`src/rtl/sft_pkg.sv`:
```
package sft_pkg;

  typedef enum logic [2:0] {
    ST_IDLE,
    ST_LSEL,
    ST_LDAT,
    ST_HSEL,
    ST_HDAT,
    ST_PASS
  } phase_t;

  typedef enum logic [2:0] {
    OUT_ZERO,
    OUT_LSEL,
    OUT_LBIT,
    OUT_HSEL,
    OUT_HBIT
  } outSel_t;

  typedef struct packed {
    logic    load;
    logic    shiftLow;
    logic    shiftHigh;
    outSel_t outSel;
  } ctrlStrobes_t;

endpackage

```
`src/rtl/sft_ctrl.sv`:
```
module sft_ctrl
  import sft_pkg::*;
#(
  parameter int MAX_LEN  = 16,
  parameter int PASS_MIN = 2,
  localparam int LEN_W   = $clog2(MAX_LEN),
  localparam int PCNT_W  = $clog2(PASS_MIN + 1)
) (
  input  logic             clk,
  input  logic             rstN,
  input  logic             startReq,
  input  logic [LEN_W-1:0] lowLenM1,
  input  logic [LEN_W-1:0] highLenM1,
  input  logic             lowEn,
  input  logic             highEn,
  input  logic             lowSelEn,
  input  logic             highSelEn,
  output ctrlStrobes_t     strobes,
  output logic             lowStrobe,
  output logic             highStrobe,
  output logic             busy,
  output logic             done
);

  phase_t            state;
  logic [LEN_W-1:0]  bitCnt;
  logic [PCNT_W-1:0] passCnt;
  logic [LEN_W-1:0]  cfgLowLen, cfgHighLen;
  logic              cfgHighEn, cfgHighSel;
  logic              pending;
  logic              lastPass;
  logic              accept;

  function automatic phase_t entryFor(logic lEn, logic lSel, logic hEn, logic hSel);
    if (lEn)      return lSel ? ST_LSEL : ST_LDAT;
    else if (hEn) return hSel ? ST_HSEL : ST_HDAT;
    else          return ST_PASS;
  endfunction

  assign lastPass = (state == ST_PASS) && (passCnt == PCNT_W'(PASS_MIN - 1));
  assign accept   = ((state == ST_IDLE) && startReq) || (lastPass && (pending || startReq));

  always_ff @(posedge clk or negedge rstN) begin
    if (!rstN) begin
      state      <= ST_IDLE;
      bitCnt     <= '0;
      passCnt    <= '0;
      cfgLowLen  <= '0;
      cfgHighLen <= '0;
      cfgHighEn  <= 1'b0;
      cfgHighSel <= 1'b0;
    end else if (accept) begin
      state      <= entryFor(lowEn, lowSelEn, highEn, highSelEn);
      bitCnt     <= '0;
      passCnt    <= '0;
      cfgLowLen  <= lowLenM1;
      cfgHighLen <= highLenM1;
      cfgHighEn  <= highEn;
      cfgHighSel <= highSelEn;
    end else begin
      unique case (state)
        ST_LSEL: begin
          state  <= ST_LDAT;
          bitCnt <= '0;
        end
        ST_LDAT: begin
          if (bitCnt == cfgLowLen) begin
            state  <= entryFor(1'b0, 1'b0, cfgHighEn, cfgHighSel);
            bitCnt <= '0;
          end else begin
            bitCnt <= bitCnt + 1'b1;
          end
        end
        ST_HSEL: begin
          state  <= ST_HDAT;
          bitCnt <= '0;
        end
        ST_HDAT: begin
          if (bitCnt == cfgHighLen) begin
            state   <= ST_PASS;
            passCnt <= '0;
          end else begin
            bitCnt <= bitCnt + 1'b1;
          end
        end
        ST_PASS: begin
          if (lastPass) state <= ST_IDLE;
          else          passCnt <= passCnt + 1'b1;
        end
        default: state <= ST_IDLE;
      endcase
    end
  end

  always_ff @(posedge clk or negedge rstN) begin
    if (!rstN)                  pending <= 1'b0;
    else if (accept)            pending <= 1'b0;
    else if (busy && startReq)  pending <= 1'b1;
  end

  always_comb begin
    strobes.load      = accept;
    strobes.shiftLow  = (state == ST_LDAT);
    strobes.shiftHigh = (state == ST_HDAT);
    unique case (state)
      ST_LSEL: strobes.outSel = OUT_LSEL;
      ST_LDAT: strobes.outSel = OUT_LBIT;
      ST_HSEL: strobes.outSel = OUT_HSEL;
      ST_HDAT: strobes.outSel = OUT_HBIT;
      default: strobes.outSel = OUT_ZERO;
    endcase
  end

  assign lowStrobe  = (state == ST_LSEL) || (state == ST_LDAT);
  assign highStrobe = (state == ST_HSEL) || (state == ST_HDAT);
  assign busy       = (state != ST_IDLE);
  assign done       = lastPass;

endmodule

```
`src/rtl/sft_datapath.sv`:
```
module sft_datapath
  import sft_pkg::*;
#(
  parameter int MAX_LEN = 16,
  localparam int WORD_W = 2 * MAX_LEN
) (
  input  logic               clk,
  input  logic               rstN,
  input  ctrlStrobes_t       strobes,
  input  logic [MAX_LEN-1:0] lowData,
  input  logic [MAX_LEN-1:0] highData,
  input  logic               lowSelVal,
  input  logic               highSelVal,
  input  logic               emgStop,
  input  logic [WORD_W-1:0]  emgMask,
  input  logic [WORD_W-1:0]  fallbackData,
  output logic               serOut
);

  logic [MAX_LEN-1:0] lowLoad, highLoad;
  logic [MAX_LEN-1:0] lowSh, highSh;
  logic               lowSelQ, highSelQ;

  for (genvar i = 0; i < MAX_LEN; i++) begin : g_subst
    assign lowLoad[i]  = (emgStop && emgMask[i])           ? fallbackData[i]           : lowData[i];
    assign highLoad[i] = (emgStop && emgMask[MAX_LEN + i])  ? fallbackData[MAX_LEN + i] : highData[i];
  end

  always_ff @(posedge clk or negedge rstN) begin
    if (!rstN) begin
      lowSh    <= '0;
      highSh   <= '0;
      lowSelQ  <= 1'b0;
      highSelQ <= 1'b0;
    end else if (strobes.load) begin
      lowSh    <= lowLoad;
      highSh   <= highLoad;
      lowSelQ  <= lowSelVal;
      highSelQ <= highSelVal;
    end else begin
      if (strobes.shiftLow)  lowSh  <= lowSh >> 1;
      if (strobes.shiftHigh) highSh <= highSh >> 1;
    end
  end

  always_comb begin
    unique case (strobes.outSel)
      OUT_LSEL: serOut = lowSelQ;
      OUT_LBIT: serOut = lowSh[0];
      OUT_HSEL: serOut = highSelQ;
      OUT_HBIT: serOut = highSh[0];
      default:  serOut = 1'b0;
    endcase
  end

endmodule

```
`src/rtl/splitFrameTx.sv`:
```
module splitFrameTx
  import sft_pkg::*;
#(
  parameter int MAX_LEN  = 16,
  parameter int PASS_MIN = 2,
  localparam int LEN_W   = $clog2(MAX_LEN),
  localparam int WORD_W  = 2 * MAX_LEN
) (
  input  logic               clk,
  input  logic               rstN,
  input  logic               startReq,
  input  logic [MAX_LEN-1:0] lowData,
  input  logic [MAX_LEN-1:0] highData,
  input  logic [LEN_W-1:0]   lowLenM1,
  input  logic [LEN_W-1:0]   highLenM1,
  input  logic               lowEn,
  input  logic               highEn,
  input  logic               lowSelEn,
  input  logic               highSelEn,
  input  logic               lowSelVal,
  input  logic               highSelVal,
  input  logic               emgStop,
  input  logic [WORD_W-1:0]  emgMask,
  input  logic [WORD_W-1:0]  fallbackData,
  output logic               serOut,
  output logic               lowStrobe,
  output logic               highStrobe,
  output logic               busy,
  output logic               done
);

  ctrlStrobes_t strobes;

  sft_ctrl #(.MAX_LEN(MAX_LEN), .PASS_MIN(PASS_MIN)) u_ctrl (
    .clk        (clk),
    .rstN       (rstN),
    .startReq   (startReq),
    .lowLenM1   (lowLenM1),
    .highLenM1  (highLenM1),
    .lowEn      (lowEn),
    .highEn     (highEn),
    .lowSelEn   (lowSelEn),
    .highSelEn  (highSelEn),
    .strobes    (strobes),
    .lowStrobe  (lowStrobe),
    .highStrobe (highStrobe),
    .busy       (busy),
    .done       (done)
  );

  sft_datapath #(.MAX_LEN(MAX_LEN)) u_dp (
    .clk          (clk),
    .rstN         (rstN),
    .strobes      (strobes),
    .lowData      (lowData),
    .highData     (highData),
    .lowSelVal    (lowSelVal),
    .highSelVal   (highSelVal),
    .emgStop      (emgStop),
    .emgMask      (emgMask),
    .fallbackData (fallbackData),
    .serOut       (serOut)
  );

endmodule

```
`config.mk`:
```
export PLATFORM = sky130hd
export DESIGN_NAME = splitFrameTx
export DESIGN_NICKNAME = d
export VERILOG_FILES = /design/src/rtl/sft_pkg.sv /design/src/rtl/sft_ctrl.sv /design/src/rtl/sft_datapath.sv /design/src/rtl/splitFrameTx.sv
export SDC_FILE = /design/constraint.sdc
export NUM_CORES = 1
export LEC_CHECK = 0
export BUFFER_PORTS_ARGS = -buffer_cell sky130_fd_sc_hd__buf_2
export CORE_UTILIZATION = 40
export DETAILED_ROUTE_END_ITERATION = 16
export PLACE_DENSITY = 0.63
export SLEW_MARGIN = 20
export SYNTH_ARGS = -nofsm -noshare
export SYNTH_HDL_FRONTEND = slang
export SYNTH_HIERARCHICAL = 1
export SYNTH_SLANG_ARGS = --single-unit
```
`constraint.sdc`:
```
create_clock -name clk -period 2.78 [get_ports clk]
set_clock_uncertainty 0.2 [all_clocks]
set_input_delay 0.417 -clock clk [delete_from_list [all_inputs] [get_ports clk]]
set_output_delay 0.417 -clock clk [all_outputs]
set_load 0.1 [all_outputs]
```
==> qor.yml <==
critical_path:
  crit_buf_inv: 1
  cp-end-kind: "output port"
  crit_fanout: 14
  critPathMaxStageDelay_ns: 0.54
  cp.required_ns: 2.16
  path_delay_family: "flip-flops"
  crit_path_cell_trace: "nor2b_1 -> o21ai_0 -> a21oi_1 -> o21a_1 -> clkbuf_4"
  r2r_slack_ns: 0.55
  arrival_ns: 1.97
  crit_type: "reg -> out"
  crit_path_top_delay_cell: "dfrtp_1"
  cp-start-kind: "flop"
min_path:
  hp-class: "in -> async"
timing:
  min_period_ns: 2.591
  tns_ns: 0
  hold_viol_final: 0
  fmax_mhz: 386.0
  worst_pin_slew_ns: 0.9122
  finalMaxSlewViolations: 0
  maxSlewHeadroom: 0.3919
  rsz0062_at_grt: "no"
  period_share: 0.9319
  setup_viol_count_final: 0
run_status:
  status: "completed"
detailed_routing:
  routedWlPerCell_microns: 12.78
  viasPerCell: 5.000
  num_vias: 2700
  ant_nets: 0
  dr.pass1.iters: 4
  drc_errors: 0
  drt_iter0_drc: 64
  routed_wl_microns: 6903
floorplan:
  rows: 32
  core-area_sq_um: 7767
  initial_core_util: 0.4156
  die_y_microns: 91.84
  chipWidth_microns: 91.84
  die_area_sq_um: 8434
  boundaryPins: 119
global_routing:
  grt_antenna_before_repair: 0
  grt_max_degree: 54
  grt_first_pass_wirelength_microns: 11390
  grt_pass1_vias: 2477
  grt_usage: 0.1687
  overflow: 0
synth:
  syn_inst: 327
  syn_area_per_cell_sq_um: 9.872
  synth-edff-count: 0
  async_reset_ff_frac: 1.000
  ys_ff_latch: 54
  synth_top_area_share: 0.4186
  netlist_top_cells_area: "dfrtp_1, mux2i_1, a211oi_1"
  synth_top_area_cell: "dfrtp_1"
  ys.flop_type: "dfrtp_1"
  synth_common_cells: "dfrtp_1, nand2_1, a21oi_1, nor2b_1, mux2i_1"
  yosysSeqAreaShare: 0.4186
  syn_nets: 443
  yosysWarnings: 6
  syn_area_sq_um: 3228
  synth.most_common_cell: "dfrtp_1"
  synth_cell_type_count: 41
cells_and_area:
  fin_util: 0.5118
  design_area_sq_um: 3975
  diodes: 0
  nets: 553
  final_layout_size_suffix_gt1_frac: 0.3447
  area_growth_pct: 23.14
cts:
  clockBufferDepth: 2
  cts_tree: "yes"
  clock-sinks: 54
  postCtsSetupBuffers: 0
  clk_pin_slew_ns: 0.10
  root_buffer: "clkbuf_8"
  cts_max_level: 2
  cts_buffers: 5
  clk_latency_ns: 0.31
power:
  switching_share: 0.4313
  p_leak_nw: 1.949
  p_int_mw: 2.361
  p_seq_frac: 0.358
  power.total_mw: 4.152
  p_switching_mw: 1.791
  power.density_nw_per_um2: 1044
  ir_drop_v: 0.0004127
  clock_power_share: 0.131
  p_comb_frac: 0.510
placed_design:
  port_buffers: 118
  place_congestion: 0.8113
  placed_area_sq_um: 3856
  dp_hpwl_microns: 5052
job:
  maxCapViolations: 0
-- power groups by stage --
stage | logic [mW] | clock network, mW | registers [mW]
floorplan | 1.84 | 0 | 1.39
global placement | 2.07 | 0 | 1.50
detailed placement | 2.11 | 0 | 1.50
CTS | 2.13 | 0.564 | 1.49
global route | 2.34 | 0.598 | 1.55
finish | 2.12 | 0.546 | 1.49
-- what timing repair did --
action                     in CTS  in global routing
setup endpoints to repair       0                  1
gates resized for setup         0                  1
hold buffers                    0                  0
-- sequential cells by signal, indices dropped and copies added (netlist names), 2 cells and up --
| signal | count |
|---|---|
| u_ctrl/cfgLowLen | 4 |
| u_ctrl/state | 3 |
| u_ctrl/cfgHighLen | 4 |
| u_ctrl/passCnt | 2 |
| u_dp/highSh | 16 |
| u_ctrl/bitCnt | 4 |
| u_dp/lowSh | 16 |
-- worst paths after layout --
check	start	endpoint	cells past startpoint
worst max-delay path	u_ctrl/state[2]	serOut	5
worst min-delay path	rstN	u_ctrl/cfgLowLen[2]	1
worst max register to register	u_ctrl/state[2]	u_ctrl/cfgHighLen[0]	4
worst min register to register	u_ctrl/passCnt[1]	u_ctrl/passCnt[1]	2
max in group asynchronous	rstN	u_dp/highSh[8]	2
min in group clk	startReq	u_ctrl/pending	2
-- metal layers --
layer	GRT usage	vias to the layer above	part of all wire
li1	-	1385	-
met1	0.2269	1242	0.45
met2	0.2782	66	0.49
met3	0.02902	7	0.047
met4	0.05078	0	0.012
met5	0	-	0
-- area by class of cell --
type | count | area (sq um)
clock buffer | 5 | 68.82
sequential | 54 | 1351
timing repair buffer | 124 | 650.6
clock inverter | 3 | 47.55
tap | 102 | 127.6
inverter | 5 | 18.77
fill | 754 | 3792
multi-input combinational | 247 | 1710
-- logic make-up (layout without fill, tap and decap cells) --
| group | count (synthesis) | after routing | synth area share |
|---|---|---|---|
| adders and majority gates | 2 | 2 | 0.007751 |
| and+or+nand+nor | 99 | 99 | 0.1593 |
| buffers and inverters | 26 | 137 | 0.05310 |
| xor gates and xnor gates | 9 | 9 | 0.02442 |
| muxes | 46 | 46 | 0.1473 |
| AOI/OAI and AO/OA | 91 | 91 | 0.1895 |
| DFF | 54 | 54 | 0.4186 |
-- cell usage in the layout, fill, tap and decap left out, types with 2 or more instances in the layout --
cell type / Yosys / layout
buf_4: 4 / 5
o21ai_0: 8 / 8
mux2i_1: 34 / 34
clkbuf_8: 0 / 5
mux2_2: 9 / 9
inv_1: 4 / 4
ha_1: 2 / 2
mux2_1: 3 / 3
nand2b_1: 6 / 6
nor2b_1: 36 / 36
nor2_1: 6 / 6
a211oi_1: 32 / 32
o211ai_1: 2 / 2
buf_2: 8 / 117
nand2_1: 40 / 40
o21ai_2: 3 / 3
inv_6: 0 / 2
xor2_1: 8 / 8
dfrtp_1: 54 / 54
nand3b_1: 3 / 3
a21oi_1: 36 / 36
a22o_1: 2 / 2
-- metrics by stage --
stage               instances  hold WS [ns]  setup slack [ns]
CTS                       540       0.05409           0.09957
floorplan                 327      -0.07859          0.005333
global route              540       0.09153           0.02269
finish                    540       0.02966            0.1893
global placement          532        0.2679            0.5382
detailed placement        532        0.2821            0.4638
No activity file was read; power rests on OpenSTA's default activity.
